`config.mk`:
```
export PLATFORM = sky130hd
export DESIGN_NAME = dual_sum_cksum
export DESIGN_NICKNAME = d
export VERILOG_FILES = /design/src/rtl/cksum_pkg.sv /design/src/rtl/mod_add.sv /design/src/rtl/cksum_acc.sv /design/src/rtl/cksum_bytes.sv /design/src/rtl/dual_sum_cksum.sv
export SDC_FILE = /design/constraint.sdc
export NUM_CORES = 1
export LEC_CHECK = 0
export BUFFER_PORTS_ARGS = -buffer_cell sky130_fd_sc_hd__buf_4
export CAP_MARGIN = 40
export CORE_MARGIN = 2
export CORE_UTILIZATION = 30
export CTS_CLUSTER_DIAMETER = 100
export DETAILED_ROUTE_END_ITERATION = 16
export GPL_ROUTABILITY_DRIVEN = 1
export GPL_TIMING_DRIVEN = 0
export MAX_ROUTING_LAYER = met4
export PLACE_DENSITY = 0.47
export SYNTH_ARGS = -nofsm -noshare
export SYNTH_HDL_FRONTEND = slang
export SYNTH_SLANG_ARGS = --single-unit
export TNS_END_PERCENT = 1
```
`constraint.sdc`:
```
create_clock -name clk_i -period 9.9 [get_ports clk_i]
set_input_delay 1.98 -clock clk_i [delete_from_list [all_inputs] [get_ports clk_i]]
set_output_delay 1.98 -clock clk_i [all_outputs]
set_load 0.005 [all_outputs]
```
`src/rtl/cksum_pkg.sv`:
```
package cksum_pkg;
  typedef enum logic [1:0] {
    ST_DATA   = 2'd0,
    ST_EMIT_X = 2'd1,
    ST_EMIT_Y = 2'd2
  } cks_state_e;

  localparam logic MODE_GEN = 1'b0;
  localparam logic MODE_CHK = 1'b1;
endpackage

```
`src/rtl/mod_add.sv`:
```
// Ones'-complement adder: end-around carry, all-ones folded to zero.
module mod_add #(
  parameter int W = 8
) (
  input  logic [W-1:0] a_i,
  input  logic [W-1:0] b_i,
  output logic [W-1:0] sum_o
);
  logic [W:0]   raw;
  logic [W-1:0] wrap;

  always_comb begin
    raw   = {1'b0, a_i} + {1'b0, b_i};
    wrap  = raw[W-1:0] + {{(W-1){1'b0}}, raw[W]};
    sum_o = (&wrap) ? '0 : wrap;
  end
endmodule

```
`src/rtl/cksum_acc.sv`:
```
module cksum_acc #(
  parameter int W = 8
) (
  input  logic         clk_i,
  input  logic         rst_ni,
  input  logic         step_i,
  input  logic         restart_i,
  input  logic         clear_i,
  input  logic [W-1:0] data_i,
  output logic [W-1:0] a_o,
  output logic [W-1:0] b_o,
  output logic [W-1:0] a_nxt_o,
  output logic [W-1:0] b_nxt_o
);
  logic [W-1:0] a_q, b_q, a_base, b_base;

  assign a_base = restart_i ? '0 : a_q;
  assign b_base = restart_i ? '0 : b_q;

  mod_add #(.W(W)) i_add_a (.a_i(a_base), .b_i(data_i),  .sum_o(a_nxt_o));
  mod_add #(.W(W)) i_add_b (.a_i(b_base), .b_i(a_nxt_o), .sum_o(b_nxt_o));

  always_ff @(posedge clk_i or negedge rst_ni) begin
    if (!rst_ni) begin
      a_q <= '0;
      b_q <= '0;
    end else if (clear_i) begin
      a_q <= '0;
      b_q <= '0;
    end else if (step_i) begin
      a_q <= a_nxt_o;
      b_q <= b_nxt_o;
    end
  end

  assign a_o = a_q;
  assign b_o = b_q;

  // stored sums are always in normalized form
  assert_sum_normalized_R1: assert property (@(posedge clk_i) disable iff (!rst_ni)
    !(&a_q) && !(&b_q));
endmodule

```
`src/rtl/cksum_bytes.sv`:
```
// Check bytes that zero both sums: X = -(A+B), Y = B.
module cksum_bytes #(
  parameter int W = 8
) (
  input  logic [W-1:0] a_i,
  input  logic [W-1:0] b_i,
  output logic [W-1:0] x_o,
  output logic [W-1:0] y_o
);
  logic [W-1:0] ab_sum;

  mod_add #(.W(W)) i_add_ab (.a_i(a_i), .b_i(b_i), .sum_o(ab_sum));

  assign x_o = (ab_sum == '0) ? '0 : ~ab_sum;
  assign y_o = b_i;
endmodule

```
`src/rtl/dual_sum_cksum.sv`:
```
module dual_sum_cksum
  import cksum_pkg::*;
#(
  parameter int W = 8
) (
  input  logic         clk_i,
  input  logic         rst_ni,
  input  logic         mode_i,
  input  logic         in_valid_i,
  input  logic [W-1:0] in_data_i,
  input  logic         in_first_i,
  input  logic         in_last_i,
  output logic         in_ready_o,
  output logic         out_valid_o,
  output logic [W-1:0] out_data_o,
  output logic         out_last_o,
  input  logic         out_ready_i,
  output logic         done_o,
  output logic         err_o
);
  cks_state_e   st_q, st_d;
  logic         accept, chk_end, gen_end, y_taken, clear;
  logic [W-1:0] a_q, b_q, a_nxt, b_nxt, x_byte, y_byte;
  logic         done_q, err_q;

  assign in_ready_o = (st_q == ST_DATA) && ((mode_i == MODE_CHK) || out_ready_i);
  assign accept     = in_valid_i && in_ready_o;
  assign chk_end    = accept && in_last_i && (mode_i == MODE_CHK);
  assign gen_end    = accept && in_last_i && (mode_i == MODE_GEN);
  assign y_taken    = (st_q == ST_EMIT_Y) && out_ready_i;
  assign clear      = chk_end || y_taken;

  cksum_acc #(.W(W)) i_acc (
    .clk_i    (clk_i),
    .rst_ni   (rst_ni),
    .step_i   (accept),
    .restart_i(in_first_i),
    .clear_i  (clear),
    .data_i   (in_data_i),
    .a_o      (a_q),
    .b_o      (b_q),
    .a_nxt_o  (a_nxt),
    .b_nxt_o  (b_nxt)
  );

  cksum_bytes #(.W(W)) i_bytes (
    .a_i(a_q),
    .b_i(b_q),
    .x_o(x_byte),
    .y_o(y_byte)
  );

  always_comb begin
    st_d = st_q;
    unique case (st_q)
      ST_DATA:   if (gen_end)     st_d = ST_EMIT_X;
      ST_EMIT_X: if (out_ready_i) st_d = ST_EMIT_Y;
      ST_EMIT_Y: if (out_ready_i) st_d = ST_DATA;
      default:                    st_d = ST_DATA;
    endcase
  end

  always_comb begin
    out_valid_o = 1'b1;
    out_data_o  = x_byte;
    out_last_o  = 1'b0;
    unique case (st_q)
      ST_DATA: begin
        out_valid_o = in_valid_i && (mode_i == MODE_GEN);
        out_data_o  = in_data_i;
      end
      ST_EMIT_Y: begin
        out_data_o = y_byte;
        out_last_o = 1'b1;
      end
      default: ;
    endcase
  end

  always_ff @(posedge clk_i or negedge rst_ni) begin
    if (!rst_ni) begin
      st_q   <= ST_DATA;
      done_q <= 1'b0;
      err_q  <= 1'b0;
    end else begin
      st_q   <= st_d;
      done_q <= chk_end;
      if (chk_end) err_q <= (a_nxt != '0) || (b_nxt != '0);
    end
  end

  assign done_o = done_q;
  assign err_o  = err_q;

  // a checked packet leaves both sums at zero
  assert_clear_after_check_R2: assert property (@(posedge clk_i) disable iff (!rst_ni)
    chk_end |=> (a_q == '0) && (b_q == '0));

  // Y with last follows an accepted X
  assert_y_after_x_R5: assert property (@(posedge clk_i) disable iff (!rst_ni)
    (st_q == ST_EMIT_X && out_ready_i) |=> out_valid_o && out_last_o);

  // stalled check byte holds
  assert_hold_check_byte_R6: assert property (@(posedge clk_i) disable iff (!rst_ni)
    (st_q != ST_DATA && !out_ready_i) |=> out_valid_o && $stable(out_data_o) && !in_ready_o);

  // no output traffic in check mode
  assert_chk_silent_R7: assert property (@(posedge clk_i) disable iff (!rst_ni)
    (st_q == ST_DATA && mode_i == MODE_CHK) |-> !out_valid_o && in_ready_o);

  // a first byte restarts the first sum
  assert_restart_R9: assert property (@(posedge clk_i) disable iff (!rst_ni)
    (accept && in_first_i && !(&in_data_i) && !chk_end) |=> a_q == $past(in_data_i));
endmodule

```
After elaboration in Yosys (flattened, before gate mapping)
Cells that the tools add are included.

storage, ports and cells
  flip-flop bits (word level) = 20
  bits in latches = 0
  memory bits (writable) = 0
  bits in read-only memories = 0
  input port bits = 15
  output and inout port bits = 13
  logic and storage cells = 54
  memories = 0

cells by class
  $add $sub $neg = 6
  $mul = 0
  div/mod/pow operators = 0
  $lt $le $gt $ge = 0
  equal/unequal tests = 5
  shifts and indexed selects = 0
  multiplexer cells = 17
  bitwise gates (word level) = 2
  reductions and logical operators = 19

operators by type and width
  cell                                                 number
  2-to-1 mux 8 bit                                     10
  adder 8 x 8 -> 9 bit                                 3
  adder 8 x 1 -> 8 bit                                 3
  AND reduction 8 bit                                  3
  case mux 8 bit (2 select lines)                      1
  nonzero test 8 bit                                   2
  zero test 8 bit                                      1
  inverter 8 bit                                       1
  logical AND 1 bit                                    7
  2-to-1 mux 2 bit                                     3
  inequality test 2 bit, second input constant         3
  case mux 2 bit (3 select lines)                      1
  logical OR 1 bit                                     3
  AND reduction 3 bit                                  1
  equality test 2 x 1 -> 1 bit, second input constant  1
  equality test 2 bit, second input constant           1
  zero test 2 bit                                      1
  2-to-1 mux 1 bit                                     2
  nonzero test 2 bit                                   1
  inverter 1 bit                                       1

Logic depth before layout (Yosys ltp)
Gate-level depths: netlist of the first run.

  depth after elaboration = 11
  mapped depth = 32
  gate-level depth less buffers = 29

Cells and area by module
Synthesis of the first run repeated with hierarchy kept, for this count alone.

second synthesis, totals
  cells, all modules = 379
  area, all modules = 3171.8 um^2

by module, submodules not included
  module          times used  cells an instance  area an instance (um^2)  sequential area each (um^2)
  mod_add         3           80                 621.8                    0.0
  cksum_acc       1           69                 769.5                    400.4
  dual_sum_cksum  1           52                 411.6                    100.1
  cksum_bytes     1           18                 125.1                    0.0

Least setup slack after synthesis of the first run
OpenSTA, ideal clock, no wires.

  kind = in2reg
  start point = input in_first_i
  end point = register i_acc.b_q[2] (netlist: i_acc.b_o[2])
  library setup time = 0.121 ns
  arrival time = 8.255 ns
  required time = 9.779 ns
  slack = 1.524 ns
  cell stages on the path = 32
  path buffers = 4
  cell sequence = clkbuf_1 -> nor2b_1 -> ha_1 -> fa_1 -> a211oi_1 -> o21ai_1 -> a21o_1 -> a21o_1 -> ha_1 -> ha_1 -> xnor2_1 -> nand3_1 -> nor4_1 -> o211a_1 -> buf_2 -> nor2b_1 -> ha_1 -> fa_1 -> a211o_4 -> a211o_1 -> a21o_2 -> a21o_1 -> ha_1 -> and3_1 -> clkbuf_1 -> xnor3_1 -> nand3_1 -> a31oi_1 -> nand2_1 -> and2_4 -> buf_6 -> a22o_1

on the way
  longest elaborated chain between the ends = 11
  elaborated cells on any way between the ends = 12
  those cells by class = add/sub: 4; mux: 6; reduce/logical: 2

ends and longest elaborated chain
  item                      line                  text
  from (decl)               dual_sum_cksum.sv:11  input logic in_first_i,
  2-to-1 mux 8 bit          cksum_acc.sv:17       assign a_base = restart_i ? '0 : a_q;
  adder 8 x 8 -> 9 bit      mod_add.sv:13         raw = {1'b0, a_i} + {1'b0, b_i};
  adder 8 x 1 -> 8 bit      mod_add.sv:14         wrap = raw[W-1:0] + {{(W-1){1'b0}}, raw[W]};
  AND reduction 8 bit       mod_add.sv:15         sum_o = (&wrap) ? '0 : wrap;
  2-to-1 mux 8 bit          mod_add.sv:15
  adder 8 x 8 -> 9 bit (*)  mod_add.sv:13
  adder 8 x 1 -> 8 bit (*)  mod_add.sv:14
  AND reduction 8 bit       mod_add.sv:15
  2-to-1 mux 8 bit (*)      mod_add.sv:15
  2-to-1 mux 8 bit (*)      cksum_acc.sv:30       end else if (step_i) begin
  2-to-1 mux 8 bit (*)      cksum_acc.sv:27       end else if (clear_i) begin
  to (signal assigned)      cksum_acc.sv:32       b_q <= b_nxt_o;
  to (decl)                 cksum_acc.sv:15       logic [W-1:0] a_q, b_q, a_base, b_base;

Every way passes the cells marked *; elsewhere a longest branch is shown, timed or not. The select of a mux whose other input is x is not followed.
A chain may end at the register's enable or synchronous reset.

Final worst setup path of the first run
Same ends and word-level chain as after synthesis.

==> flow_summary.json, run 1 <==
{
  "status": "complete, no violations",
  "antenna_cells": 0,
  "worst-slew-pin-transition_ps": 764,
  "synth_cells": 347,
  "ir_drop_v": 0.000127,
  "setup-violations-final": 0,
  "start_util_pct": 31.2,
  "grt_max_degree": 21,
  "wl_per_cell_um": 16.1,
  "grt_overflow_total": 0,
  "cap_violations": 0,
  "synth_area_leaders": "dfrtp_1 (17%), ha_1 (13%), nor2b_1 (4.7%)",
  "synth_nets": 395,
  "ys_types": 63,
  "synth_top_area_share_pct": 17.2,
  "post_cts_buffers": 0,
  "cts_tree": "yes",
  "worstSetupEndpointType": "flip-flop",
  "fillers": 1016,
  "max_stage_delay_ps": 440,
  "rsz0062_at_grt": "no",
  "post-route-min-period_ps": 9190,
  "final.setup_skew_ps": 4.05,
  "dr_total_vias": 2725,
  "clk_pin_slew_worst_paths_ps": 70,
  "holdPathStages": 2,
  "hold_viol": 0,
  "htreeDepth": 1,
  "yosys-top-cells-count": "ha_1 (30), nand2_1 (26), nor2_1 (22), nor2b_1 (22), dfrtp_1 (20)",
  "viasPerCell": 5.39,
  "ys_ff_latch": 20,
  "yosysSeqAreaShare_pct": 17.2,
  "path_common_cell": "ha_1",
  "syn_area_mm2": 0.00291,
  "dp.final_hpwl_um": 6610,
  "gp_congestion": 0.830,
  "synth_most_common_cell": "ha_1",
  "drc": 0,
  "cp.arrival_ps": 9330,
  "layout-area-overhead-vs-synth_pct": 13.9,
  "cts.sink_count": 20,
  "grt_pass1_vias": 2554,
  "p_leak_nw": 1.52,
  "slew_violations": 0,
  "holdCritPathClass": "flip-flop to flip-flop",
  "yosysTopAreaCell": "dfrtp_1",
  "slew_headroom_pct": 48.8,
  "crit_required_ps": 10040,
  "syn_area_per_cell_um2": 8.39,
  "fin_nets": 427,
  "num_rows": 35,
  "totalWireLength_um": 8150,
  "async_flop_share_pct": 100,
  "portBuffers": 27,
  "synth_ff_type": "dfrtp_1",
  "r2r_cells": 31,
  "core_area_mm2": 0.00933,
  "drive_gt1_share_pct": 13.5,
  "cts_buffers": 3,
  "synth_edf_count": 0,
  "die_w_um": 103,
  "antenna_found_initial": 0,
  "tns_ps": 0,
  "start_kind": "input pin",
  "worstSetupPathType": "input pin to flip-flop",
  "cellPowerDensity_mw_per_mm2": 343,
  "grt_use_total_pct": 16.4,
  "dr.pass1.iters": 4,
  "cts.path.max_buffers": 2,
  "clk_latency_ps": 250,
  "io_pins": 28,
  "hold_buffers": 0,
  "cts-resized-gates": 0,
  "fmax_ghz": 0.109,
  "die_h_um": 103,
  "drt_iter0_drc": 149,
  "grt_first_pass_wirelength_um": 13100,
  "finalHoldWorstSlack_ps": 506,
  "dieArea_mm2": 0.0105,
  "antenna_left": 0,
  "root_buffer": "clkbuf_8",
  "cpMaxStageDelayCell": "fa_1",
  "crit_fanout": 10,
  "fin_crit_sh_pct": 92.8,
  "ys_warn_count": 0
}
[sequential cells by signal, indices dropped and copies added (netlist names)]
name and count:
i_acc.a_o 8, done_o 1, i_acc.b_o 8, err_o 1
st_q 2
[path summary, 6_finish.rpt]
path | from | to | slack, ps
setup / recovery | in_first_i | i_acc.b_o[2]$_DFFE_PN0P_ | 710
hold / removal | err_o$_DFFE_PN0P_ | err_o$_DFFE_PN0P_ | 510
setup reg to reg | i_acc.a_o[0]$_DFFE_PN0P_ | i_acc.b_o[2]$_DFFE_PN0P_ | 2470
hold reg to reg | err_o$_DFFE_PN0P_ | err_o$_DFFE_PN0P_ | 510
max in group asynchronous | rst_ni | i_acc.b_o[0]$_DFFE_PN0P_ | 8100
min in group asynchronous | rst_ni | done_o$_DFF_PN0_ | 1600
[worst max-delay path: cells and delay by family]
kind                     cells  cell delay, ps
buffers and inverters        5            1020
AND/OR/NAND/NOR              8            1160
AO/OA/AOI/OAI               11            2500
XOR/XNOR                     2             560
adder cells (fa/ha/maj)      7            2090
[through the flow]
stage	total power [mW]	instance area [um^2]	cells	setup WS, ps	utilization [%]
2_1_floorplan	0.868	2910	347	1520	-
3_3_place_gp	1.08	3280	503	508	35.1
3_5_place_dp	1.08	3280	503	505	35.1
4_1_cts	1.14	3320	506	722	35.6
5_1_grt	1.26	3320	506	247	35.6
6_report	1.14	3320	506	712	35.6
[placed cells by master (no fill, tap or decap), types with 3 or more instances in the layout]
| cell type | netlist | routed |
|---|---|---|
| nor3_1 | 7 | 7 |
| nor4_1 | 3 | 3 |
| o21ai_0 | 8 | 8 |
| nor2b_1 | 22 | 22 |
| clkbuf_1 | 7 | 7 |
| a211o_1 | 3 | 3 |
| and2_1 | 3 | 3 |
| o21a_1 | 7 | 7 |
| nand3_1 | 18 | 18 |
| nand3b_1 | 4 | 4 |
| nand2_1 | 26 | 26 |
| xor2_1 | 8 | 8 |
| mux2i_1 | 7 | 7 |
| dfrtp_1 | 20 | 20 |
| xnor2_1 | 13 | 13 |
| o2111ai_1 | 4 | 4 |
| inv_1 | 7 | 7 |
| or3_1 | 4 | 4 |
| fa_1 | 3 | 3 |
| o21ai_1 | 7 | 7 |
| a211oi_1 | 10 | 10 |
| buf_4 | 0 | 27 |
| and3_1 | 6 | 6 |
| nand4b_1 | 3 | 3 |
| a21o_1 | 10 | 10 |
| nand4_1 | 3 | 3 |
| ha_1 | 30 | 30 |
| nor2_1 | 22 | 22 |
| a22o_1 | 10 | 10 |
| a221oi_1 | 6 | 6 |
| or2_2 | 6 | 6 |
| clkbuf_8 | 0 | 3 |
| a21oi_1 | 17 | 17 |
[logic make-up after synthesis]
kind of cell | share of synthesized area, %
compound gates | 27.4
xor+xnor | 9.54
fa+ha+maj | 14.9
buf+inv | 2.49
flops | 17.2
mux | 3.18
simple gates | 25.2
[layer usage]
layer | up-vias | track usage (%) | part of all wire [%]
li1 | 1385 | - | -
met1 | 1264 | 22.7 | 48
met2 | 63 | 26.0 | 46
met3 | 13 | 0.746 | 3.3
met4 | 0 | 4.72 | 2.5
met5 | - | - | 0
[power by group]
part | switching [mW] | internal [mW]
clock network | 0.0240 | 0.0270
registers | 0.0461 | 0.114
logic | 0.526 | 0.401
total | 0.596 | 0.543
[cell type report]
cell class	instances	area, um^2	area share, %
Inverter	8	30.0	0.905
Clock buffer	3	41.3	1.24
Multi-Input combinational cell	310	2340	70.5
Tap cell	129	161	4.86
Timing Repair Buffer	27	203	6.11
Buffer	9	42.5	1.28
Sequential cell	20	500	15.1
No activity file was read; power rests on OpenSTA's default activity.
==> inputs of run 2 (changes only) <==
--- a/config.mk
+++ b/config.mk
@@ -7,6 +7,7 @@
 export LEC_CHECK = 0
 export BUFFER_PORTS_ARGS = -buffer_cell sky130_fd_sc_hd__buf_4
 export CAP_MARGIN = 40
+export CORE_ASPECT_RATIO = 1.75
 export CORE_MARGIN = 2
 export CORE_UTILIZATION = 30
 export CTS_CLUSTER_DIAMETER = 100
@@ -14,7 +15,7 @@
 export GPL_ROUTABILITY_DRIVEN = 1
 export GPL_TIMING_DRIVEN = 0
 export MAX_ROUTING_LAYER = met4
-export PLACE_DENSITY = 0.47
+export PLACE_DENSITY = 0.49
 export SYNTH_ARGS = -nofsm -noshare
 export SYNTH_HDL_FRONTEND = slang
 export SYNTH_SLANG_ARGS = --single-unit
==> constraint.sdc (replaced) <==
create_clock -name clk_i -period 8.09 [get_ports clk_i]
set_input_delay 1.618 -clock clk_i [delete_from_list [all_inputs] [get_ports clk_i]]
set_output_delay 1.618 -clock clk_i [all_outputs]
set_load 0.005 [all_outputs]
==> run 2 against run 1 <==
Effect of this change:
- final area up 4.5%
- sequential share of layout area decreased by 0.65 points
- total power grew 35%
- sequential power rose by 22%
- first-iteration DRC count decreased by 38%
- critical path type unchanged
- critical endpoint unchanged
==> flow_summary.json, run 2 (synthesis results as in run 1) <==
{
  "crit_fanout": 16,
  "ir_drop_v": 0.000156,
  "p_seq_share_pct": 12.8,
  "die_w_um": 78.5,
  "io_pins": 28,
  "setup-violations-final": 0,
  "max_stage_delay_ps": 380,
  "cts_buffers": 3,
  "p_sw_uw": 771,
  "drive_gt1_share_pct": 17.7,
  "clk_pin_slew_worst_paths_ps": 60,
  "fin_crit_sh_pct": 95.7,
  "grt_max_degree": 21,
  "antenna_left": 0,
  "grt_use_total_pct": 17.5,
  "slew_violations": 0,
  "cts.sink_count": 20,
  "start_util_pct": 30.8,
  "clkPwrFrac_pct": 9.0,
  "wl_per_cell_um": 17.8,
  "grt_pass1_vias": 2860,
  "drc": 0,
  "holdCritPathClass": "flip-flop to flip-flop",
  "finalHoldWorstSlack_ps": 497,
  "antenna_cells": 0,
  "drt_iter0_drc": 93,
  "final_cell_mix": "buf_4 (29), ha_1 (28), nand2_1 (25)",
  "core_area_mm2": 0.00947,
  "r2r_start": "i_acc.a_o[0]$_DFFE_PN0P_",
  "start_kind": "input pin",
  "fin_nets": 428,
  "dp.final_hpwl_um": 7410,
  "cpMaxStageDelayCell": "fa_2",
  "instances_no_fill": 501,
  "power.internal_uw": 764,
  "grt_overflow_total": 0,
  "dr_total_vias": 2756,
  "fmax_ghz": 0.129,
  "fillers": 1008,
  "hold_buffers": 0,
  "cap_violations": 0,
  "antenna_found_initial": 0,
  "p_leak_nw": 1.56,
  "totalWireLength_um": 8910,
  "worstSetupPathType": "input pin to flip-flop",
  "hold_start": "err_o$_DFFE_PN0P_",
  "startpoint": "in_first_i",
  "stdcell_area_mm2": 0.00347,
  "regToRegEndpoint": "i_acc.b_o[2]$_DFFE_PN0P_",
  "rrSetupSlack_ps": 1390,
  "r2r_cells": 31,
  "viasPerCell": 5.50,
  "power_mw": 1.53,
  "gp_congestion": 0.867,
  "comb_power_share_pct": 78.2,
  "layout_commonest_cell": "buf_4",
  "dpl_cell_area_mm2": 0.00327,
  "worstSetupEndpointType": "flip-flop",
  "min_to": "err_o$_DFFE_PN0P_",
  "die_h_um": 134,
  "cp.arrival_ps": 7880,
  "num_rows": 47,
  "cts.path.max_buffers": 2,
  "worst-slew-pin-transition_ps": 800,
  "final.setup_skew_ps": 4.31,
  "root_buffer": "clkbuf_16",
  "cellPowerDensity_mw_per_mm2": 442,
  "hold_viol": 0,
  "path_common_cell": "ha_1",
  "dp_cells": 496,
  "portBuffers": 27,
  "dr.pass1.iters": 4,
  "cts_tree": "yes",
  "crit_required_ps": 8240,
  "grt_first_pass_wirelength_um": 14200,
  "status": "complete, no violations",
  "holdPathStages": 2,
  "layout-area-overhead-vs-synth_pct": 19.1,
  "clk_latency_ps": 260,
  "switching_share_pct": 50.2,
  "post-route-min-period_ps": 7740,
  "dieArea_mm2": 0.0105,
  "slew_headroom_pct": 46.3,
  "htreeDepth": 1
}
run 2: changes by cell type in the layout (fill, tap and decap cells not counted), moves of 2 or more:
cell       delta
buf_4         +2
clkbuf_1      -2
fa_1          -2
a211oi_2      +2
a211oi_1      -2
fa_2          +2
clkbuf_16     +3
clkbuf_8      -3
ha_1          -2
run 2: cell type report:
cell class / instances / area, um^2 / area share, %
multi-input cells: 310 / 2410 / 69.6
well taps: 122 / 153 / 4.40
repair buffers: 30 / 229 / 6.60
clock buffers: 3 / 75.1 / 2.16
inverters: 8 / 30.0 / 0.866
flip-flops and latches: 20 / 500 / 14.4
plain buffers: 7 / 37.5 / 1.08
clock inverters: 1 / 30.0 / 0.866
run 2: how the worst max path moves through the flow:
stage / end / cells after the start
floorplan: i_acc.b_o[2]$_DFFE_PN0P_ / 32
global placement: i_acc.b_o[2]$_DFFE_PN0P_ / 33
detailed placement: i_acc.b_o[2]$_DFFE_PN0P_ / 33
CTS: i_acc.b_o[2]$_DFFE_PN0P_ / 32
global route: i_acc.b_o[2]$_DFFE_PN0P_ / 32
finish: i_acc.b_o[2]$_DFFE_PN0P_ / 32
run 2: per-stage QoR:
step,setup slack (ps),utilization (%),setup TNS (ps)
after global routing,-16.0,36.6,-21.2
after floorplan,76.2,-,0
after global placement,-945,34.5,-7780
after detailed placement,-932,34.5,-7670
after CTS,24.7,35.9,0
final,352,36.6,0
run 2: power groups by stage:
stage,clock [mW],combinational [mW],sequential (mW)
floorplan,0,0.893,0.169
finish,0.138,1.20,0.196
detailed placement,0,1.14,0.198
global placement,0,1.14,0.198
global route,0.142,1.33,0.200
CTS,0.138,1.17,0.197
run 2: metal layers:
metal / vias to the layer above / wire length [um] / global-route usage, %
met3: 21 / 123 / 0.538
met1: 1310 / 3390 / 17.0
met4: 0 / 323 / 7.99
met2: 36 / 5070 / 34.8
met5: - / 0 / -
li1: 1389 / - / -
run 2: critical path, delay by kind of cell:
family,cells,cell delay [ps]
AOI/OAI and AO/OA,13,2680
adders and majority gates,7,1870
and+or+nand+nor,8,1050
buffers and inverters,3,450
xor gates and xnor gates,1,210
run 2: what timing repair did:
item	4_1_cts	5_1_grt
setup endpoints to repair	9	8
setup buffers	1	2
resized for setup	5	12
pin swaps	2	2
